--- config.mk ---
export PLATFORM = sky130hd
export DESIGN_NAME = fp_slot_queue
export DESIGN_NICKNAME = d
export VERILOG_FILES = /design/src/rtl/fpq_pkg.sv /design/src/rtl/fpq_lat_decode.sv /design/src/rtl/fpq_ring.sv /design/src/rtl/fpq_head_fsm.sv /design/src/rtl/fp_slot_queue.sv
export SDC_FILE = /design/constraint.sdc
export NUM_CORES = 1
export LEC_CHECK = 0
export ABC_AREA = 0
export CAP_MARGIN = 15
export CORE_ASPECT_RATIO = 0.75
export CORE_MARGIN = 10
export CORE_UTILIZATION = 25
export DETAILED_ROUTE_END_ITERATION = 8
export PLACE_DENSITY_LB_ADDON = 0.3
export SYNTH_ARGS = -nofsm -noshare
export SYNTH_HDL_FRONTEND = slang
export SYNTH_SLANG_ARGS = --single-unit
--- constraint.sdc ---
create_clock -name clk -period 5.65 [get_ports clk]
set_input_delay 0.8475 -clock clk [delete_from_list [all_inputs] [get_ports clk]]
set_output_delay 0.8475 -clock clk [all_outputs]
set_load 0.01 [all_outputs]
--- src/rtl/fpq_pkg.sv ---
package fpq_pkg;

    typedef enum logic [2:0] {
        OPC_MOVE  = 3'd0,
        OPC_ITOF  = 3'd1,
        OPC_ARITH = 3'd2,
        OPC_DIVSQ = 3'd3,
        OPC_XFER  = 3'd4,
        OPC_CMP   = 3'd5,
        OPC_RSV6  = 3'd6,
        OPC_RSV7  = 3'd7
    } opclass_t;

    typedef enum logic {
        HS_IDLE = 1'b0,
        HS_RUN  = 1'b1
    } head_state_t;

    function automatic logic is_queued(input opclass_t c);
        return (c[2] == 1'b0);
    endfunction

endpackage

--- src/rtl/fpq_lat_decode.sv ---
module fpq_lat_decode
    import fpq_pkg::*;
#(
    parameter int LAT_MOVE  = 1,
    parameter int LAT_ITOF  = 2,
    parameter int LAT_ARITH = 3,
    parameter int LAT_DIVSQ = 30,
    parameter int LAT_W     = 5
) (
    input  opclass_t         cls,
    output logic [LAT_W-1:0] lat
);

    always_comb begin
        unique case (cls)
            OPC_MOVE:  lat = LAT_W'(LAT_MOVE);
            OPC_ITOF:  lat = LAT_W'(LAT_ITOF);
            OPC_ARITH: lat = LAT_W'(LAT_ARITH);
            OPC_DIVSQ: lat = LAT_W'(LAT_DIVSQ);
            default:   lat = LAT_W'(1);
        endcase
    end

endmodule

--- src/rtl/fpq_ring.sv ---
module fpq_ring
    import fpq_pkg::*;
#(
    parameter int DEPTH = 4,
    parameter int TAG_W = 6,
    parameter int PTR_W = 2,
    parameter int CNT_W = 3
) (
    input  logic             clk,
    input  logic             rst_n,
    input  logic             push,
    input  logic             pop,
    input  logic [TAG_W-1:0] push_tag,
    input  opclass_t         push_cls,
    output logic [TAG_W-1:0] head_tag,
    output opclass_t         next_cls,
    output logic [CNT_W-1:0] occ
);

    logic [PTR_W-1:0] wr_ptr;
    logic [PTR_W-1:0] rd_ptr;
    logic [PTR_W-1:0] rd_nxt;
    logic [TAG_W-1:0] slot_tag [DEPTH];
    opclass_t         slot_cls [DEPTH];

    function automatic logic [PTR_W-1:0] wrap_inc(input logic [PTR_W-1:0] p);
        return (p == PTR_W'(DEPTH - 1)) ? '0 : p + PTR_W'(1);
    endfunction

    assign rd_nxt = wrap_inc(rd_ptr);

    generate
        for (genvar s = 0; s < DEPTH; s++) begin : g_slot
            always_ff @(posedge clk) begin
                if (push && (wr_ptr == PTR_W'(s))) begin
                    slot_tag[s] <= push_tag;
                    slot_cls[s] <= push_cls;
                end
            end
        end
    endgenerate

    always_ff @(posedge clk) begin
        if (!rst_n) begin
            wr_ptr <= '0;
            rd_ptr <= '0;
            occ    <= '0;
        end else begin
            if (push) wr_ptr <= wrap_inc(wr_ptr);
            if (pop)  rd_ptr <= rd_nxt;
            occ <= occ + CNT_W'(push) - CNT_W'(pop);
        end
    end

    assign head_tag = slot_tag[rd_ptr];
    assign next_cls = slot_cls[rd_nxt];

endmodule

--- src/rtl/fpq_head_fsm.sv ---
module fpq_head_fsm
    import fpq_pkg::*;
#(
    parameter int LAT_W = 5,
    parameter int CNT_W = 3
) (
    input  logic             clk,
    input  logic             rst_n,
    input  logic             push,
    input  logic [CNT_W-1:0] occ,
    input  logic [LAT_W-1:0] enq_lat,
    input  logic [LAT_W-1:0] next_lat,
    output logic             running,
    output logic             retire
);

    head_state_t      state, state_nx;
    logic [LAT_W-1:0] rem, rem_nx;
    logic             last_cycle;
    logic             has_succ;

    assign last_cycle = (state == HS_RUN) && (rem == LAT_W'(1));
    assign has_succ   = (occ > CNT_W'(1)) || push;

    // state register
    always_ff @(posedge clk) begin
        if (!rst_n) begin
            state <= HS_IDLE;
            rem   <= '0;
        end else begin
            state <= state_nx;
            rem   <= rem_nx;
        end
    end

    // transitions: T_START, T_HOLD, T_CHAIN, T_DRAIN
    always_comb begin
        state_nx = state;
        rem_nx   = rem;
        unique case (state)
            HS_IDLE: begin
                if (push) begin                 // T_START
                    state_nx = HS_RUN;
                    rem_nx   = enq_lat;
                end
            end
            HS_RUN: begin
                if (!last_cycle) begin          // T_HOLD
                    rem_nx = rem - LAT_W'(1);
                end else if (has_succ) begin    // T_CHAIN
                    rem_nx = (occ > CNT_W'(1)) ? next_lat : enq_lat;
                end else begin                  // T_DRAIN
                    state_nx = HS_IDLE;
                    rem_nx   = '0;
                end
            end
            default: state_nx = HS_IDLE;
        endcase
    end

    // outputs
    always_comb begin
        running = (state == HS_RUN);
        retire  = last_cycle;
    end

endmodule

--- src/rtl/fp_slot_queue.sv ---
module fp_slot_queue
    import fpq_pkg::*;
#(
    parameter int DEPTH     = 4,
    parameter int TAG_W     = 6,
    parameter int LAT_MOVE  = 1,
    parameter int LAT_ITOF  = 2,
    parameter int LAT_ARITH = 3,
    parameter int LAT_DIVSQ = 30
) (
    input  logic             clk,
    input  logic             rst_n,
    input  logic             enq_valid,
    input  logic [2:0]       enq_class,
    input  logic [TAG_W-1:0] enq_tag,
    output logic             full,
    output logic             exec_valid,
    output logic [TAG_W-1:0] exec_tag,
    output logic             retire_valid,
    output logic [TAG_W-1:0] retire_tag
);

    localparam int PTR_W = (DEPTH > 1) ? $clog2(DEPTH) : 1;
    localparam int CNT_W = $clog2(DEPTH + 1);
    localparam int LAT_W = $clog2(LAT_DIVSQ + 1);

    opclass_t         in_cls;
    opclass_t         next_cls;
    logic             accept;
    logic             retire_i;
    logic             running;
    logic [CNT_W-1:0] occ;
    logic [LAT_W-1:0] enq_lat;
    logic [LAT_W-1:0] next_lat;
    logic [TAG_W-1:0] head_tag;

    assign in_cls = opclass_t'(enq_class);
    assign full   = (occ == CNT_W'(DEPTH));
    assign accept = enq_valid && is_queued(in_cls) && (!full || retire_i);

    fpq_ring #(
        .DEPTH(DEPTH), .TAG_W(TAG_W), .PTR_W(PTR_W), .CNT_W(CNT_W)
    ) u_ring (
        .clk(clk), .rst_n(rst_n),
        .push(accept), .pop(retire_i),
        .push_tag(enq_tag), .push_cls(in_cls),
        .head_tag(head_tag), .next_cls(next_cls), .occ(occ)
    );

    fpq_lat_decode #(
        .LAT_MOVE(LAT_MOVE), .LAT_ITOF(LAT_ITOF), .LAT_ARITH(LAT_ARITH),
        .LAT_DIVSQ(LAT_DIVSQ), .LAT_W(LAT_W)
    ) u_lat_in (
        .cls(in_cls), .lat(enq_lat)
    );

    fpq_lat_decode #(
        .LAT_MOVE(LAT_MOVE), .LAT_ITOF(LAT_ITOF), .LAT_ARITH(LAT_ARITH),
        .LAT_DIVSQ(LAT_DIVSQ), .LAT_W(LAT_W)
    ) u_lat_nx (
        .cls(next_cls), .lat(next_lat)
    );

    fpq_head_fsm #(
        .LAT_W(LAT_W), .CNT_W(CNT_W)
    ) u_head (
        .clk(clk), .rst_n(rst_n),
        .push(accept), .occ(occ),
        .enq_lat(enq_lat), .next_lat(next_lat),
        .running(running), .retire(retire_i)
    );

    assign exec_valid   = running;
    assign exec_tag     = head_tag;
    assign retire_valid = retire_i;
    assign retire_tag   = head_tag;

endmodule

==> impl_results.md, run 1 <==
* Synth warn at 0
* Sw Ratio at 25.7%
* Synth Net Count at 197
* Tcrit/Tclk final at 54.7%
* Clock power frac at 35.3%
* Layout area overhead at 20.7%
* Setup repair after global routing missed its margin: false
* Status: finished clean
* Drt first-iter violations at 119
* Share of cells above drive strength 1 at 13.5%
* Hold Path Class: reg2reg
* Arrival @ worst endpoint at 2.25 ns
* Post-place setup slack at 2.67 ns
* Post-route design area at 0.00290 mm2
* Final setup fails at 0
* Die height at 105 um
* Vias at 1440
* Seq/Total Area, Yosys at 57.4%
* Mapped Area at 0.00240 mm2
* Num ports at 27
* Worst Clk Skew at 0.00443 ns
* Synth unique cells at 48
* Setup_tns at 0 ns
* Power share of the sequential group at 45.6%
* Insertion delay to the later sink of the worst-skew pair at 0.28 ns
* Layout Nets at 216
* Actual slew at the worst max-slew pin at 0.508 ns
* CP max-delay cell: clkdlybuf4s50_1
* Hold Startpoint: u_ring.rd_ptr[1]
* Initial Utilization at 26.1%
* Count leader, synth: edfxtp_1
* Int Power at 0.718 mW
* Number of diodes at 0
* Design Power at 0.966 mW
* Clk root buf: clkbuf_16
* Comb pwr share at 19.2%
* Largest net degree at the start of global routing at 17
* Post-CTS sizing at 0
* Register-to-register setup slack at 3.15 ns
* Clk buf depth at 2
* Via density at 4.49
* RePlAce Congestion at 0.816
* Headroom to the max-slew limit at 66.1%
* First-pass iteration count of the detailed router at 5
* CP cell instances: inv_1 > ha_1 > or4b_4 > nor2_4 > clkdlybuf4s50_1
* Slowest stage delay, CP at 0.58 ns
* Post-CTS Setup Inserts at 0
* DP Area at 0.00273 mm2
* Post-synth top area cell: edfxtp_1
* Reg2reg path depth at 9
* Launching point of the worst reg2reg path: u_head.rem[1]
* Top cells by count, synth: 36 x edfxtp_1, 15 x dfxtp_1, 11 x a21oi_1, 11 x ha_1, 11 x inv_1
* Post-route ant nets at 0
* FFs w/ async S/R, synth at 0%
* CP Class: reg2out
* IO Port Bufs at 26
* Psw at 0.248 mW
* Fin cells at 321
* Routed WL at 4730 um
* CTS HTree Levels at 2
* Highest clock rate at 323 MHz
* Synth top area cells: edfxtp_1 45%, dfxtp_1 12%, mux4_2 7.5%
* Setup crit end kind: primary output
* Inst Count DP at 313
* CTS tree: yes
* Clock sinks at 51
* Die width at 133 um
* Final Hold Vio Count at 0
* Post-CTS Hold Buffers at 0
* R2R Path End: u_ring.occ[1]
* Setup ws final at 2.56 ns
* Leakage Power at 0.958 nW
* Hold endpoint: u_ring.rd_ptr[1]
* CTS buffer count at 5
* Drt wl/cell at 14.7 um
* GRT Overall Usage at 6.90%
* Reg clk slew, reported paths at 0.07 ns
* Core area at 0.00920 mm2
* Synth Area per Inst at 13.9 um2
* Post-synth EDFFs at 36
* WHS Path Cells at 2
* Seq cells post-synth at 51
* Period minus WS final at 3.09 ns
* Max Slew Vio Count at 0
* Maximum capacitance violations at 0
* Worst EP required at 4.80 ns
* Initial antenna violation count at 0
* Cell Pwr Density at 333 mW/mm2
* Synth Flop Type: edfxtp_1
* Die Area at 0.0140 mm2
* IR drop worst, VDD at 111 uV
* Syn Inst Count at 173
* DRC at 0
* DP HPWL at 3580 um
* Gr ovfl total at 0
* Vias in the first global route at 1449
* Yosys top cell area share at 45.0%
* Crit path launch type: register
* First-pass GRT wire length at 7920 um
* Cell row count at 30
* Crit-path max FO at 8
## worst max path at each step
stage | to | slack, ns | from | depth (start not counted)
detailed placement | u_ring.slot_tag[0][2] | 2.67 | enq_class[2] | 4
global route | retire_valid | 2.40 | u_head.rem[1] | 5
finish | retire_valid | 2.56 | u_head.rem[1] | 5
floorplan | u_ring.occ[1] | 3.28 | u_head.rem[1] | 10
CTS | retire_valid | 2.52 | u_head.rem[1] | 5
global placement | u_ring.slot_tag[0][2] | 2.72 | enq_class[2] | 4
## cells by family (layout without fill, tap and decap cells)
kind of cell / after synthesis / count (layout) / share of synthesized area (%)
flip-flops: 51 / 51 / 57.4
AO/OA/AOI/OAI: 35 / 35 / 11.2
AND/OR/NAND/NOR: 35 / 35 / 9.21
buffers and inverters: 26 / 46 / 5.67
adder cells (fa/ha/maj): 12 / 12 / 6.56
multiplexers: 12 / 12 / 9.21
XOR/XNOR: 2 / 2 / 0.729
## final cells by class
class                           instances  area, um2
Timing Repair Buffer                   26        260
Fill cell                             896       6290
Tap cell                              128        160
Inverter                               12       45.0
Multi-Input combinational cell         96        887
Clock inverter                          3       43.8
Clock buffer                            5        125
Sequential cell                        51       1380
## stage by stage
step / hold WS [ns] / util, %
global route: 0.552 / 31.6
detailed placement: 0.515 / 29.7
global placement: 0.512 / 29.7
finish: 0.518 / 31.6
CTS: 0.527 / 31.6
floorplan: 0.472 / -
## flip-flops by register name, summed over array words and instances, names as in the netlist, named ones only
signal,flops
u_ring.rd_ptr,2
u_head.rem,5
u_head.running,1
u_ring.occ,3
u_ring.slot_cls,12
u_ring.slot_tag,24
u_ring.wr_ptr,2
## placed cells by master (no fill, tap or decap), drive strengths merged, types with 2 or more instances in the layout
master	n
dfxtp	15
o21a	2
ha	11
clkdlybuf4s50	26
clkbuf	5
or3b	2
a22oi	2
nand2	2
xor2	2
inv	11
nor4b	2
and2	7
edfxtp	36
mux4	8
clkinv	3
nor3	3
a311oi	6
mux2i	3
nor2	10
o21ai	4
a21oi	11
## power groups by stage
stage / Combinational [mW] / Sequential [mW] / Clock (mW)
5_1_grt: 0.211 / 0.444 / 0.360
2_1_floorplan: 0.140 / 0.439 / 0
3_5_place_dp: 0.186 / 0.448 / 0
6_report: 0.185 / 0.440 / 0.340
4_1_cts: 0.188 / 0.440 / 0.348
3_3_place_gp: 0.187 / 0.449 / 0
## routing by layer
metal / part of all wire (%) / up-vias / global-route usage, % / routed length [um]
met3: 5.8 / 5 / 1.67 / 275
met5: 0 / - / 0 / 0
met1: 50 / 705 / 9.97 / 2380
met4: 1.1 / 0 / 2.79 / 51
met2: 43 / 45 / 9.48 / 2020
li1: - / 685 / - / -
## worst max-delay path: cells and delay by family (launching register included)
| kind | cells | cell delay, ns |
|---|---|---|
| simple gates | 2 | 0.78 |
| buf+inv | 2 | 0.67 |
| flops | 1 | 0.31 |
| fa+ha+maj | 1 | 0.19 |
No activity file was read; power rests on OpenSTA's default activity.
==> run 2, diff against run 1 <==
==> constraint.sdc (replaced) <==
create_clock -name clk -period 2.6 [get_ports clk]
set_input_delay 0.39 -clock clk [delete_from_list [all_inputs] [get_ports clk]]
set_output_delay 0.39 -clock clk [all_outputs]
set_load 0.01 [all_outputs]
==> impl_results.md, run 2 (synthesized netlist as in run 1, its figures left out) <==
* Status: finished clean
* Largest register FFs at 24 (unchanged)
* Arrival @ worst endpoint at 2.11 ns (-0.14 ns)
* Register-to-register setup slack at 0.14 ns (-3.01 ns)
* Gr ovfl total at 0 (unchanged)
* Tcrit/Tclk final at 96.1%
* CP Class: reg2out
* Post-CTS Setup Inserts at 0 (unchanged)
* DRC at 0 (unchanged)
* Clock sinks at 51 (unchanged)
* DP Area at 0.00280 mm2 (+2.5%)
* Setup_tns at 0 ns (unchanged)
* Die Area at 0.0140 mm2 (unchanged)
* CTS HTree Levels at 2 (unchanged)
* Initial antenna violation count at 0 (unchanged)
* Clk root buf: clkbuf_16
* RePlAce Congestion at 0.762 (-6.6%)
* WHS Path Cells at 2 (unchanged)
* Worst Clk Skew at 0.00507 ns (+0.000638 ns)
* Clk buf depth at 2 (unchanged)
* Setup crit end kind: primary output
* GRT Overall Usage at 7.01% (+0.12 points)
* Leading cell type in the layout, fill and taps excluded: edfxtp_1
* Final setup fails at 0 (unchanged)
* Die height at 105 um (unchanged)
* Crit path launch type: register
* Fin cells at 332 (+3.4%)
* Leakage Power at 1.01 nW (+5.5%)
* Setup ws final at 0.102 ns (-2.46 ns)
* Actual slew at the worst max-slew pin at 0.467 ns (-0.0407 ns)
* Max Slew Vio Count at 0 (unchanged)
* Fillcell total at 910 (+1.6%)
* Largest registers: u_ring.slot_tag (24), u_ring.slot_cls (12), u_head.rem (5)
* Vias at 1462 (+1.5%)
* IO Port Bufs at 26 (unchanged)
* Hold endpoint: u_ring.rd_ptr[1]
* Post-place setup slack at 0.198 ns (-2.47 ns)
* Core area at 0.00920 mm2 (unchanged)
* Reg2reg path depth at 10 (+1)
* Routed WL at 4810 um (+1.6%)
* Number of diodes at 0 (unchanged)
* First-pass iteration count of the detailed router at 4 (-1)
* Cell Pwr Density at 701 mW/mm2 (+110%)
* Post-route design area at 0.00300 mm2 (+3.2%)
* CTS tree: yes
* DP HPWL at 3680 um (+2.9%)
* Initial Utilization at 26.1% (unchanged)
* Final Hold Vio Count at 0 (unchanged)
* Vias in the first global route at 1471 (+1.5%)
* Drt first-iter violations at 109 (-8.4%)
* Fin util at 32.6% (+1.0 points)
* Layout Nets at 227 (+5.1%)
* Launching point of the worst reg2reg path: u_head.rem[1]
* Most frequent cells in the layout: 36 x edfxtp_1, 26 x clkdlybuf4s50_1, 15 x dfxtp_1
* IR drop worst, VDD at 271 uV (+140%)
* Via density at 4.40 (-1.8%)
* Period minus WS final at 2.50 ns
* CTS buffer count at 5 (unchanged)
* Worst EP required at 2.21 ns (-2.59 ns)
* Insertion delay to the later sink of the worst-skew pair at 0.28 ns (about the same)
* Num ports at 27 (unchanged)
* Share of cells above drive strength 1 at 17.6% (+4.2 points)
* Post-route ant nets at 0 (unchanged)
* Post-CTS Hold Buffers at 0 (unchanged)
* First-pass GRT wire length at 7980 um (+0.69%)
* Layout area overhead at 24.6%
* Largest net degree at the start of global routing at 17 (unchanged)
* Cell row count at 30 (unchanged)
* Reg clk slew, reported paths at 0.07 ns (about the same)
* Hold Startpoint: u_ring.rd_ptr[1]
* Design Power at 2.10 mW (+120%)
* Reg with most FFs: u_ring.slot_tag
* Inst Count DP at 322 (+2.9%)
* Highest clock rate at 400 MHz
* Die width at 133 um (unchanged)
* Headroom to the max-slew limit at 68.8% (+2.7 points)
* Hold Path Class: reg2reg
* Setup repair after global routing missed its margin: false
* Crit-path max FO at 3 (-5)
* R2R Path End: u_ring.occ[1]
* Drt wl/cell at 14.5 um (-1.7%)
* Maximum capacitance violations at 0 (unchanged)
* Post-CTS sizing at 0 (unchanged)
* Hold WS at 0.516 ns (-0.00211 ns)
run 2: metal layers:
layer | share of wire [%] | wire, um | global-route usage [%] | vias up
met5 | 0 | 0 | 0 | -
met2 | 43 | 2050 | 9.62 | 24
li1 | - | - | - | 713
met3 | 4.5 | 218 | 2.15 | 2
met4 | 0.73 | 35 | 2.40 | 0
met1 | 52 | 2500 | 10.0 | 723
run 2: how the worst max path moves through the flow:
stage	start	endpoint	slack, ns
after global placement	u_head.rem[1]	u_ring.occ[1]	0.27
after detailed placement	u_head.rem[1]	u_ring.occ[1]	0.20
after floorplan	u_head.rem[1]	u_ring.occ[1]	0.23
after CTS	u_head.rem[1]	retire_valid	0.04
after global routing	u_head.rem[1]	retire_valid	0.02
final	u_head.rem[1]	retire_valid	0.10
run 2: report_power, final:
group	internal, mW	switching [mW]
Combinational	0.207	0.221
Sequential	0.917	0.0328
Clock	0.454	0.267
run 2: layout make-up:
cell class	count	area [um2]	area share [%]
Clock buffer	6	129	4.30
Clock inverter	2	37.5	1.25
Inverter	12	45.0	1.50
Multi-Input combinational cell	96	887	29.6
Sequential cell	51	1380	46.1
Tap cell	128	160	5.35
Timing Repair Buffer	37	355	11.9
run 2: critical path, cell delays in order (launching register included):
cell	delay, ns
dfxtp_1	0.32
inv_1	0.10
ha_1	0.19
or4b_4	0.49
nor2_4	0.16
clkdlybuf4s50_1	0.56
==> run 3, diff against run 2 <==
--- a/config.mk
+++ b/config.mk
@@ -6,7 +6,6 @@
 export NUM_CORES = 1
 export LEC_CHECK = 0
 export ABC_AREA = 0
-export CAP_MARGIN = 15
 export CORE_ASPECT_RATIO = 0.75
 export CORE_MARGIN = 10
 export CORE_UTILIZATION = 25
==> results of run 3 <==
No change in the layout: final DEF, timing and power equal those of run 2.
